$ cat src/rtl/mpg_pkg.sv
package mpg_pkg;
  localparam int REG_W = 32;

  typedef struct packed {
    logic int_en;
    logic test_inv;
    logic chk_en;
  } mpg_ctrl_t;
endpackage

$ cat src/rtl/mpg_par_gen.sv
module mpg_par_gen #(
  parameter int DATA_W = 32,
  parameter int LANE_W = 8,
  localparam int LANES = DATA_W / LANE_W
) (
  input  logic [DATA_W-1:0] data_i,
  input  logic              inv_i,
  output logic [LANES-1:0]  par_o
);
  for (genvar i = 0; i < LANES; i++) begin : g_lane
    assign par_o[i] = ~(^data_i[i*LANE_W +: LANE_W]) ^ inv_i;
  end
endmodule

$ cat src/rtl/mpg_par_chk.sv
module mpg_par_chk #(
  parameter int DATA_W = 32,
  parameter int LANE_W = 8,
  localparam int LANES = DATA_W / LANE_W
) (
  input  logic              valid_i,
  input  logic [DATA_W-1:0] data_i,
  input  logic [LANES-1:0]  par_i,
  output logic [LANES-1:0]  mism_o
);
  // odd parity: an even count of ones over data and parity is a failure
  for (genvar i = 0; i < LANES; i++) begin : g_lane
    assign mism_o[i] = valid_i & ~(^{par_i[i], data_i[i*LANE_W +: LANE_W]});
  end
endmodule

$ cat src/rtl/mpg_err_reg.sv
module mpg_err_reg
  import mpg_pkg::*;
#(
  parameter int LANES  = 4,
  parameter int ADDR_W = 12
) (
  input  logic              clk_i,
  input  logic              rst_ni,
  input  logic              reg_we_i,
  input  logic              reg_sel_i,
  input  logic [REG_W-1:0]  reg_wdata_i,
  input  logic [LANES-1:0]  mism_i,
  input  logic [ADDR_W-1:0] rd_addr_i,
  output mpg_ctrl_t         ctrl_o,
  output logic [REG_W-1:0]  reg_rdata_o,
  output logic              nmi_o
);
  localparam int STAT_W = 4 + LANES;
  localparam int PAD_W  = REG_W - STAT_W;

  mpg_ctrl_t         ctrl_q;
  logic [LANES-1:0]  flags_q;
  logic [ADDR_W-1:0] addr_q;
  logic              pend_q;
  logic              ctrl_wr;
  logic              rec;
  logic              unused_wbits;

  assign ctrl_wr = reg_we_i & ~reg_sel_i;
  assign rec     = ctrl_q.chk_en & (|mism_i) & (flags_q == '0);
  assign unused_wbits = ^{reg_wdata_i[REG_W-1], reg_wdata_i[REG_W-5:0]};

  always_ff @(posedge clk_i or negedge rst_ni) begin
    if (!rst_ni) begin
      ctrl_q  <= '0;
      flags_q <= '0;
      addr_q  <= '0;
      pend_q  <= 1'b0;
    end else if (ctrl_wr) begin
      ctrl_q  <= reg_wdata_i[REG_W-2 -: 3];
      flags_q <= '0;
      pend_q  <= 1'b0;
    end else if (rec) begin
      flags_q <= mism_i;
      addr_q  <= rd_addr_i;
      pend_q  <= ctrl_q.int_en;
    end
  end

  assign ctrl_o = ctrl_q;
  assign nmi_o  = pend_q;

  always_comb begin
    if (reg_sel_i) reg_rdata_o = REG_W'(addr_q);
    else reg_rdata_o = {pend_q, ctrl_q.int_en, ctrl_q.test_inv, ctrl_q.chk_en,
                        flags_q, {PAD_W{1'b0}}};
  end

  AST_CHK_OFF_SILENT: assert property (@(posedge clk_i) disable iff (!rst_ni)
    (!ctrl_q.chk_en && flags_q == '0) |=> (flags_q == '0));
  AST_PEND_NEEDS_INTEN: assert property (@(posedge clk_i) disable iff (!rst_ni)
    $rose(pend_q) |-> $past(ctrl_q.int_en));
  AST_PEND_HAS_FLAG: assert property (@(posedge clk_i) disable iff (!rst_ni)
    pend_q |-> (flags_q != '0));
  AST_ADDR_LATCH: assert property (@(posedge clk_i) disable iff (!rst_ni)
    $rose(|flags_q) |-> (addr_q == $past(rd_addr_i)));
  AST_FREEZE: assert property (@(posedge clk_i) disable iff (!rst_ni)
    (flags_q != '0 && !ctrl_wr) |=> ($stable(flags_q) && $stable(addr_q) && $stable(pend_q)));
  AST_CLEAR_ON_WRITE: assert property (@(posedge clk_i) disable iff (!rst_ni)
    ctrl_wr |=> (flags_q == '0 && !pend_q));
endmodule

$ cat src/rtl/mem_parity_guard.sv
module mem_parity_guard
  import mpg_pkg::*;
#(
  parameter int DATA_W = 32,
  parameter int LANE_W = 8,
  parameter int ADDR_W = 12,
  localparam int LANES = DATA_W / LANE_W
) (
  input  logic              clk_i,
  input  logic              rst_ni,
  input  logic              wr_en_i,
  input  logic              rd_en_i,
  input  logic [ADDR_W-1:0] addr_i,
  input  logic [DATA_W-1:0] wdata_i,
  input  logic [LANES-1:0]  be_i,
  output logic [DATA_W-1:0] rdata_o,
  output logic              rvalid_o,
  output logic              mem_we_o,
  output logic              mem_re_o,
  output logic [ADDR_W-1:0] mem_addr_o,
  output logic [LANES-1:0]  mem_be_o,
  output logic [DATA_W-1:0] mem_wdata_o,
  output logic [LANES-1:0]  mem_wpar_o,
  input  logic              mem_rvalid_i,
  input  logic [DATA_W-1:0] mem_rdata_i,
  input  logic [LANES-1:0]  mem_rpar_i,
  input  logic              reg_we_i,
  input  logic              reg_sel_i,
  input  logic [REG_W-1:0]  reg_wdata_i,
  output logic [REG_W-1:0]  reg_rdata_o,
  output logic              nmi_o
);
  mpg_ctrl_t         ctrl;
  logic [LANES-1:0]  mism;
  logic [ADDR_W-1:0] rd_addr_q;

  always_ff @(posedge clk_i or negedge rst_ni) begin
    if (!rst_ni) rd_addr_q <= '0;
    else if (rd_en_i) rd_addr_q <= addr_i;
  end

  assign mem_we_o    = wr_en_i;
  assign mem_re_o    = rd_en_i;
  assign mem_addr_o  = addr_i;
  assign mem_be_o    = be_i;
  assign mem_wdata_o = wdata_i;
  assign rdata_o     = mem_rdata_i;
  assign rvalid_o    = mem_rvalid_i;

  mpg_par_gen #(.DATA_W(DATA_W), .LANE_W(LANE_W)) u_gen (
    .data_i (wdata_i),
    .inv_i  (ctrl.test_inv),
    .par_o  (mem_wpar_o)
  );

  mpg_par_chk #(.DATA_W(DATA_W), .LANE_W(LANE_W)) u_chk (
    .valid_i (mem_rvalid_i),
    .data_i  (mem_rdata_i),
    .par_i   (mem_rpar_i),
    .mism_o  (mism)
  );

  mpg_err_reg #(.LANES(LANES), .ADDR_W(ADDR_W)) u_reg (
    .clk_i       (clk_i),
    .rst_ni      (rst_ni),
    .reg_we_i    (reg_we_i),
    .reg_sel_i   (reg_sel_i),
    .reg_wdata_i (reg_wdata_i),
    .mism_i      (mism),
    .rd_addr_i   (rd_addr_q),
    .ctrl_o      (ctrl),
    .reg_rdata_o (reg_rdata_o),
    .nmi_o       (nmi_o)
  );

  AST_WRITE_PAR_SPAN: assert property (@(posedge clk_i) disable iff (!rst_ni)
    (mem_we_o && !ctrl.test_inv) |-> (^{mem_wpar_o, mem_wdata_o} == (LANES % 2 == 1)));
endmodule

$ cat config.mk
export PLATFORM = sky130hd
export DESIGN_NAME = mem_parity_guard
export DESIGN_NICKNAME = d
export VERILOG_FILES = /design/src/rtl/mpg_pkg.sv /design/src/rtl/mpg_par_gen.sv /design/src/rtl/mpg_par_chk.sv /design/src/rtl/mpg_err_reg.sv /design/src/rtl/mem_parity_guard.sv
export SDC_FILE = /design/constraint.sdc
export NUM_CORES = 1
export LEC_CHECK = 0
export CAP_MARGIN = 20
export CORE_AREA = 2 2 94 96
export DETAILED_ROUTE_END_ITERATION = 8
export DIE_AREA = 0 0 96 98
export DONT_BUFFER_PORTS = 1
export PLACE_DENSITY = 0.44
export SLEW_MARGIN = 40
export SYNTH_ARGS = -nofsm -noshare
export SYNTH_HDL_FRONTEND = slang
export SYNTH_SLANG_ARGS = --single-unit
$ cat constraint.sdc
create_clock -name clk_i -period 2.32 [get_ports clk_i]
set_input_delay 0.232 -clock clk_i [delete_from_list [all_inputs] [get_ports clk_i]]
set_output_delay 0.232 -clock clk_i [all_outputs]
set_load 0.02 [all_outputs]
==> results of run 1 <==
-- power by group through the flow --
stage	clock network, mW	logic [mW]	registers [mW]
global route	0.572	1.02	0.875
floorplan	0	1.04	0.819
global placement	0	0.923	0.858
CTS	0.546	0.956	0.853
detailed placement	0	0.934	0.863
finish	0.523	0.933	0.848
-- per-layer routing --
layer  track usage, %  wire length, um  vias up
li1                 -                -      554
met1            10.07             1640      597
met2            16.13             2301      113
met3            3.395              445       14
met4            3.846               77        2
met5                0               13        -
-- critical path, cell delays in order --
cell and delay (ns):
xor2_1 0.13, xnor3_2 0.44, xnor2_1 0.29, o41ai_2 0.17
nor2_4 0.44, mux2_2 0.39
-- synthesized netlist by cell type --
cell,instances
dfrtp_1,32
a21oi_1,4
buf_6,1
nor4_1,1
nor2b_1,9
mux2_4,10
nor2_2,1
conb_1,1
o41ai_2,1
nor2_1,5
xnor3_2,1
mux2_2,17
xnor2_1,43
xor2_1,12
and2_1,12
mux2i_1,1
and3_1,1
xnor3_1,3
clkbuf_1,4
buf_1,1
buf_4,95
xnor2_2,1
-- cell families after synthesis --
group / after synthesis
AND/OR/NAND/NOR: 29
AO/OA/AOI/OAI: 5
flip-flops: 32
buffers and inverters: 101
XOR/XNOR: 60
other: 1
multiplexers: 28
-- worst max path at each step --
stage | from | to | slack (ns) | depth (start not counted)
floorplan | mem_rdata_i[29] | u_reg.addr_q[10] | 0.28 | 7
CTS | mem_rdata_i[30] | u_reg.addr_q[0] | 0.31 | 6
global placement | mem_rdata_i[29] | u_reg.addr_q[11] | -0.23 | 6
finish | mem_rdata_i[26] | u_reg.addr_q[0] | 0.38 | 6
detailed placement | mem_rdata_i[30] | u_reg.addr_q[0] | 0.01 | 6
global route | u_reg.flags_q[3] | u_reg.addr_q[0] | 0.22 | 5
-- stage by stage --
stage	std cells	hold WS (ns)	util, %	total power, mW	TNS, ns
detailed placement	280	-0.06301	25.72	1.797	0
CTS	290	0.08675	27.34	2.355	0
global placement	280	-0.06296	25.66	1.781	-2.144
finish	290	0.09865	27.34	2.305	0
floorplan	267	-0.06359	-	1.856	0
global route	290	0.07709	27.34	2.466	0
-- repair_timing --
action | in CTS | in global routing
setup buffers | 0 | 0
hold buffers | 2 | 0
endpoints found under the hold margin | 32 | 0
-- cell type report --
cell class / count / area, um2 / area share (%)
Multi-Input combinational cell: 134 / 1196 / 51.68
Clock buffer: 6 / 72.57 / 3.135
Tap cell: 108 / 135.1 / 5.838
Clock inverter: 2 / 35.03 / 1.514
Sequential cell: 32 / 800.8 / 34.59
Timing Repair Buffer: 8 / 75.07 / 3.243
-- flip-flops by register name, indices dropped and copies added, names as in the netlist --
| signal | count |
|---|---|
| rd_addr_q | 12 |
| u_reg.addr_q | 12 |
| u_reg.ctrl_o | 3 |
| u_reg.flags_q | 4 |
| u_reg.nmi_o | 1 |
==> impl_metrics.yaml, run 1 <==
routing:
  drt_iter0_drc: 8
  vias_per_cell: 4.414
  wire_per_inst_um: 15.44
  drt-total-wl_um: 4479
  drc_errors: 0
  num_vias: 1280
  ant_nets: 0
  drtPass1Iterations: 3
timing:
  hold_viol_final: 0
  setup_viol: 0
  period_share_pct: 83.78
  setup_ws_ns: 0.3763
  clock.fmax_mhz: 514.5
  tightest_slew_ns: 0.5267
  timing.slew.headroom_pct: 64.80
  slew_viol_final: 0
  rsz0062_at_grt: "false"
  finClkSkew_ns: 0.004885
  fin_crit_ns: 1.944
power_and_ir_drop:
  ir_drop_mv: 0.3687
  p_comb_share_pct: 40.5
  power_density_nw_per_um2: 995.7
  swShare_pct: 33.35
  switchingPower_uw: 768.7
  seqPwrFrac_pct: 36.8
  internal_power_mw: 1.536
  pwr-share-clk_pct: 22.7
  p_leak_nw: 0.9591
clocking:
  cts_made_buffers: 5
  clock-root-buffer: "clkbuf_8"
  tritoncts: "yes"
  clkSlewWorstSetupHoldPaths_ns: 0.07
  cts_buffer_depth: 2
  clock_sinks: 32
  clk_latency_ns: 0.28
  cts-resized-gates: 0
  h-tree-depth: 2
synthesis:
  syn_avg_cell_area_um2: 10.52
  yosysTopAreaCellShare_pct: 29.73
  synth_top_family_by_area: "buffers and inverters"
  yosysTopAreaCell: "dfrtp_1"
  yosys-top-cells-area: "dfrtp_1 30%, buf_4 26%, xnor2_1 14%, mux2_2 7.1%, mux2_4 5.6%"
  synth-simple-area-share_pct: 6.270
  ys_warn_count: 0
  synth_fa_ha_area_share_pct: 0
  ys_types: 22
  synth_xor_area_share_pct: 21.88
  seq_area_frac_synth_pct: 29.73
  ys_ff_latch: 32
  synthMuxAreaShare_pct: 13.05
  synth-compound-area-share_pct: 1.347
  synth_cells: 256
  netlist_area_um2: 2694
cells_and_area:
  final_common_cell: "xnor2_1"
  diodes: 0
  final_net_count: 304
  syn_to_final_growth_pct: -14.07
  drive_above_1_share_pct: 24.73
  final_cell_mix: "43 x xnor2_1, 32 x dfrtp_1, 17 x mux2_2"
  postLayoutCellArea_um2: 2315
  fill_cells: 895
die:
  io_pins: 243
  die_y_um: 98
  initial_core_util_pct: 31.82
  die_w_um: 96
  dieArea_um2: 9408
  row_count: 34
  coreArea_um2: 8466
critical_path:
  r2r-end: "u_reg.addr_q[0]"
  critPathArrivalTime_ns: 2.11
  end_kind: "flip-flop"
  path_class: "primary input to flip-flop"
  worst-r2r-cell-count: 5
  startpoint_type: "primary input"
  critical_path_required_ns: 2.48
  r2r_slack_ns: 0.38
  timing.rr.start: "u_reg.flags_q[3]"
  cp_max_fo: 12
placed_design:
  port_buffers: 0
  dp_hpwl_um: 3460
  dp_slack_ns: 0.01162
  place.gp.congestion: 0.5851
  placed_area_um2: 2177
hold_path:
  min_path_type: "primary input to flip-flop"
  min-delay-start: "addr_i[1]"
  min_path_cells: 1
  hold_path_end: "rd_addr_q[1]"
grt:
  grt_pass1_vias: 1346
  antenna_found_initial: 1
  grt_usage_pct: 9.315
  grt_pass1_wl_um: 6610
  grt_max_degree: 33
  grt_overflow: 0
flow_run:
  drv_cap: 0
outcome:
  outcome: "finished clean"
Power figures use the tool's default switching activity.
==> inputs of run 2 (changes only) <==
==> constraint.sdc (replaced) <==
create_clock -name clk_i -period 1.9 [get_ports clk_i]
set_input_delay 0.19 -clock clk_i [delete_from_list [all_inputs] [get_ports clk_i]]
set_output_delay 0.19 -clock clk_i [all_outputs]
set_load 0.02 [all_outputs]
==> impl_metrics.yaml, run 2 (synthesized netlist as in run 1, its figures left out) <==
routing:
  drt_iter0_drc: 8
  ant_nets: 0
  drt-total-wl_um: 4607
  num_vias: 1286
  drtPass1Iterations: 2
  vias_per_cell: 4.450
  drc_errors: 0
  wire_per_inst_um: 15.94
clocking:
  cts_made_buffers: 5
  clkSlewWorstSetupHoldPaths_ns: 0.07
  cts-resized-gates: 0
  clk_latency_ns: 0.28
  tritoncts: "yes"
  clock_sinks: 32
  cts_buffer_depth: 2
  cts_setup_buffers: 0
  clock-root-buffer: "clkbuf_8"
  ctsHoldBuffers: 2
  h-tree-depth: 2
critical_path:
  endpoint: "u_reg.addr_q[9]"
  startpoint_type: "primary input"
  critical_path_required_ns: 2.06
  end_kind: "flip-flop"
  timing.rr.start: "u_reg.flags_q[3]"
  worst-r2r-cell-count: 6
  path_class: "primary input to flip-flop"
  cp_max_fo: 12
  r2r_slack_ns: 0.18
  critPathArrivalTime_ns: 1.96
  r2r-end: "u_reg.addr_q[0]"
  crit_start: "mem_rdata_i[13]"
grt:
  grt_pass1_vias: 1320
  grt_max_degree: 33
  antenna_found_initial: 0
  grt_pass1_wl_um: 6748
  grt_overflow: 0
  grt_usage_pct: 9.689
die:
  io_pins: 243
  die_w_um: 96
  die_y_um: 98
  initial_core_util_pct: 31.82
  row_count: 34
  dieArea_um2: 9408
  coreArea_um2: 8466
timing:
  fin_crit_ns: 1.796
  slew_viol_final: 0
  clock.fmax_mhz: 556.8
  rsz0062_at_grt: "false"
  setup_viol: 0
  period_share_pct: 94.53
  tightest_slew_ns: 0.4928
  hold_viol_final: 0
  finClkSkew_ns: 0.005969
  timing.slew.headroom_pct: 66.91
placed_design:
  placed_area_um2: 2177
  port_buffers: 0
  dp_hpwl_um: 3602
  place.gp.congestion: 0.6389
power_and_ir_drop:
  finalPower_mw: 2.812
  p_leak_nw: 0.9574
  power_density_nw_per_um2: 1215
  ir_drop_mv: 0.4290
cells_and_area:
  top_regs: "rd_addr_q x12, u_reg.addr_q x12, u_reg.flags_q x4"
  final_common_cell: "xnor2_1"
  final_cell_mix: "43 x xnor2_1, 32 x dfrtp_1, 17 x mux2_2"
  final_net_count: 303
  syn_to_final_growth_pct: -14.07
  fin_util_pct: 27.34
  diodes: 0
  drive_above_1_share_pct: 24.31
  postLayoutCellArea_um2: 2315
outcome:
  outcome: "finished clean"
flow_run:
  drv_cap: 0
hold_path:
  min_path_type: "primary input to flip-flop"
## run 2: changes by cell type in the layout (fill, tap and decap cells not counted), sizes merged
cell	change
buf	-1
## run 2: stage by stage
stage	hold WS, ns	instances	setup WS (ns)	setup TNS (ns)
after floorplan	-0.1056	267	-0.07876	-0.7876
final	0.05610	289	0.1039	0
after detailed placement	-0.1051	279	-0.2057	-2.339
after CTS	0.04318	289	0.09375	0
after global routing	0.03827	289	0.01108	0
after global placement	-0.1049	279	-0.1874	-2.210
## run 2: worst min path at each step
stage | cells after the start | to | startpoint | slack [ns]
after floorplan | 0 | rd_addr_q[0] | rst_ni | -0.11
after global placement | 0 | u_reg.addr_q[8] | rst_ni | -0.10
after detailed placement | 0 | rd_addr_q[8] | rst_ni | -0.11
after CTS | 1 | rd_addr_q[4] | addr_i[4] | 0.04
after global routing | 1 | rd_addr_q[4] | addr_i[4] | 0.04
final | 1 | rd_addr_q[6] | addr_i[6] | 0.06
## run 2: critical path, cell delays in order
cell and delay (ns):
xor2_1 0.14, xnor3_1 0.43, xnor2_1 0.18, o41ai_2 0.47
nor2_2 0.09, buf_12 0.17, mux2_4 0.30
## run 2: final cells by class
class                   instances  area [um2]
multi-input cells             134        1191
fillers                       896        6151
well taps                     108       135.1
flip-flops and latches         32       800.8
clock inverters                 2       35.03
clock buffers                   6       72.57
repair buffers                  7       80.08
## run 2: layer usage
layer / track usage (%) / part of all wire [%] / vias up
li1: - / - / 549
met1: 9.428 / 34 / 602
met2: 17.47 / 54 / 122
met3: 3.781 / 9.5 / 13
met4: 4.615 / 2.3 / 0
met5: 0 / 0 / -
## run 2: power breakdown
group          switching [mW]  internal, mW
clock                   0.247         0.389
combinational           0.551         0.584
sequential              0.142         0.898
total                   0.940          1.87
==> inputs of run 3 (changes only) <==
==> constraint.sdc (replaced) <==
create_clock -name clk_i -period 2.2 [get_ports clk_i]
set_input_delay 0.22 -clock clk_i [delete_from_list [all_inputs] [get_ports clk_i]]
set_output_delay 0.22 -clock clk_i [all_outputs]
set_load 0.02 [all_outputs]
==> impl_metrics.yaml, run 3 (synthesized netlist as in run 1, its figures left out) <==
cells_and_area:
  fill_cells: 898
  drive_above_1_share_pct: 23.46
  syn_to_final_growth_pct: -14.63
  final_common_cell: "xnor2_1"
  top_regs: "rd_addr_q x12, u_reg.addr_q x12, u_reg.flags_q x4"
  postLayoutCellArea_um2: 2300
  fin_cells: 287
  fin_util_pct: 27.17
  final_net_count: 301
  final_cell_mix: "43 x xnor2_1, 32 x dfrtp_1, 17 x mux2_2"
  diodes: 0
die:
  die_w_um: 96
  dieArea_um2: 9408
  die_y_um: 98
  io_pins: 243
  coreArea_um2: 8466
  initial_core_util_pct: 31.82
  row_count: 34
flow_run:
  drv_cap: 0
grt:
  grt_max_degree: 33
  grt_pass1_wl_um: 6893
  grt_usage_pct: 9.720
  grt_overflow: 0
  grt_pass1_vias: 1349
  antenna_found_initial: 1
placed_design:
  dpl.cell_count: 277
  port_buffers: 0
  dp_slack_ns: 0.05553
  place.gp.congestion: 0.5849
  dp_hpwl_um: 3496
  placed_area_um2: 2162
routing:
  drt_iter0_drc: 20
  ant_nets: 0
  drc_errors: 0
  vias_per_cell: 4.509
  drt-total-wl_um: 4547
  drtPass1Iterations: 4
  wire_per_inst_um: 15.84
  num_vias: 1294
power_and_ir_drop:
  p_leak_nw: 0.9473
  finalPower_mw: 2.400
  power_density_nw_per_um2: 1044
  ir_drop_mv: 0.4005
timing:
  slew_viol_final: 0
  whs_ns: 0.08837
  setup_ws_ns: 0.3862
  period_share_pct: 82.45
  hold_viol_final: 0
  fin_crit_ns: 1.814
  finClkSkew_ns: 0.001866
  setup_viol: 0
  timing.slew.headroom_pct: 65.43
  setup-tns-final_ns: 0
  clock.fmax_mhz: 551.3
  tightest_slew_ns: 0.5148
  rsz0062_at_grt: "false"
critical_path:
  critical_path_required_ns: 2.36
  critPathTopFamily: "simple AND/OR/NAND/NOR gates"
  crit_buf_inv: 1
  slowest_stage: "dfrtp_1"
  path_class: "flip-flop to flip-flop"
  path_cells: "nor4_1 > and3_1 > o41ai_2 > nor2_2 > buf_12 > mux2_2"
  slowest_delay_ns: 0.39
  cp_max_fo: 12
  critPathArrivalTime_ns: 1.98
  startpoint_type: "flip-flop"
  end_kind: "flip-flop"
clocking:
  cts_made_buffers: 5
  clock_sinks: 32
  cts-resized-gates: 0
  clk_latency_ns: 0.28
  tritoncts: "yes"
  clkSlewWorstSetupHoldPaths_ns: 0.07
  clock-root-buffer: "clkbuf_8"
  h-tree-depth: 2
  cts_buffer_depth: 2
outcome:
  outcome: "finished clean"
hold_path:
  min_path_type: "primary input to flip-flop"
## run 3: cell types whose count changed in the layout (fill, tap and decap cells not counted), sizes merged
cell,previous run,this run
buf,6,4
## run 3: path summary, 6_finish.rpt
check                                  from               end  slack, ns  cells after the start
max reg2reg                u_reg.flags_q[3]  u_reg.addr_q[11]       0.39                      6
max                        u_reg.flags_q[3]  u_reg.addr_q[11]       0.39                      6
min                               addr_i[7]      rd_addr_q[7]       0.09                      1
max in group asynchronous            rst_ni  u_reg.flags_q[3]       1.64                      2
min in group asynchronous            rst_ni     rd_addr_q[10]       0.38                      2
min reg2reg                   rd_addr_q[10]  u_reg.addr_q[10]       0.50                      1
## run 3: layout make-up
class	count	area, um2	area share (%)
clock buffers	6	72.57	3.156
flip-flops and latches	32	800.8	34.82
repair buffers	5	65.06	2.829
multi-input cells	134	1191	51.80
clock inverters	2	35.03	1.523
well taps	108	135.1	5.876
## run 3: power breakdown
part           switching [mW]  total, mW  internal [mW]
registers               0.116      0.891          0.775
logic                   0.470      0.957          0.488
clock network           0.216      0.552          0.336
total                   0.801       2.40           1.60
## run 3: layer usage
layer	vias to the layer above	wire [um]	global-route usage, %	share of wire [%]
met5	-	13	0	0.29
met2	113	2371	16.67	52
li1	551	-	-	-
met1	614	1639	10.63	36
met3	14	441	3.627	9.7
met4	2	80	3.956	1.8
## run 3: repair_timing
item	in CTS	in global routing
endpoints found under the hold margin	32	0
setup buffers	0	0
setup endpoints to repair	0	0
hold buffers	2	0
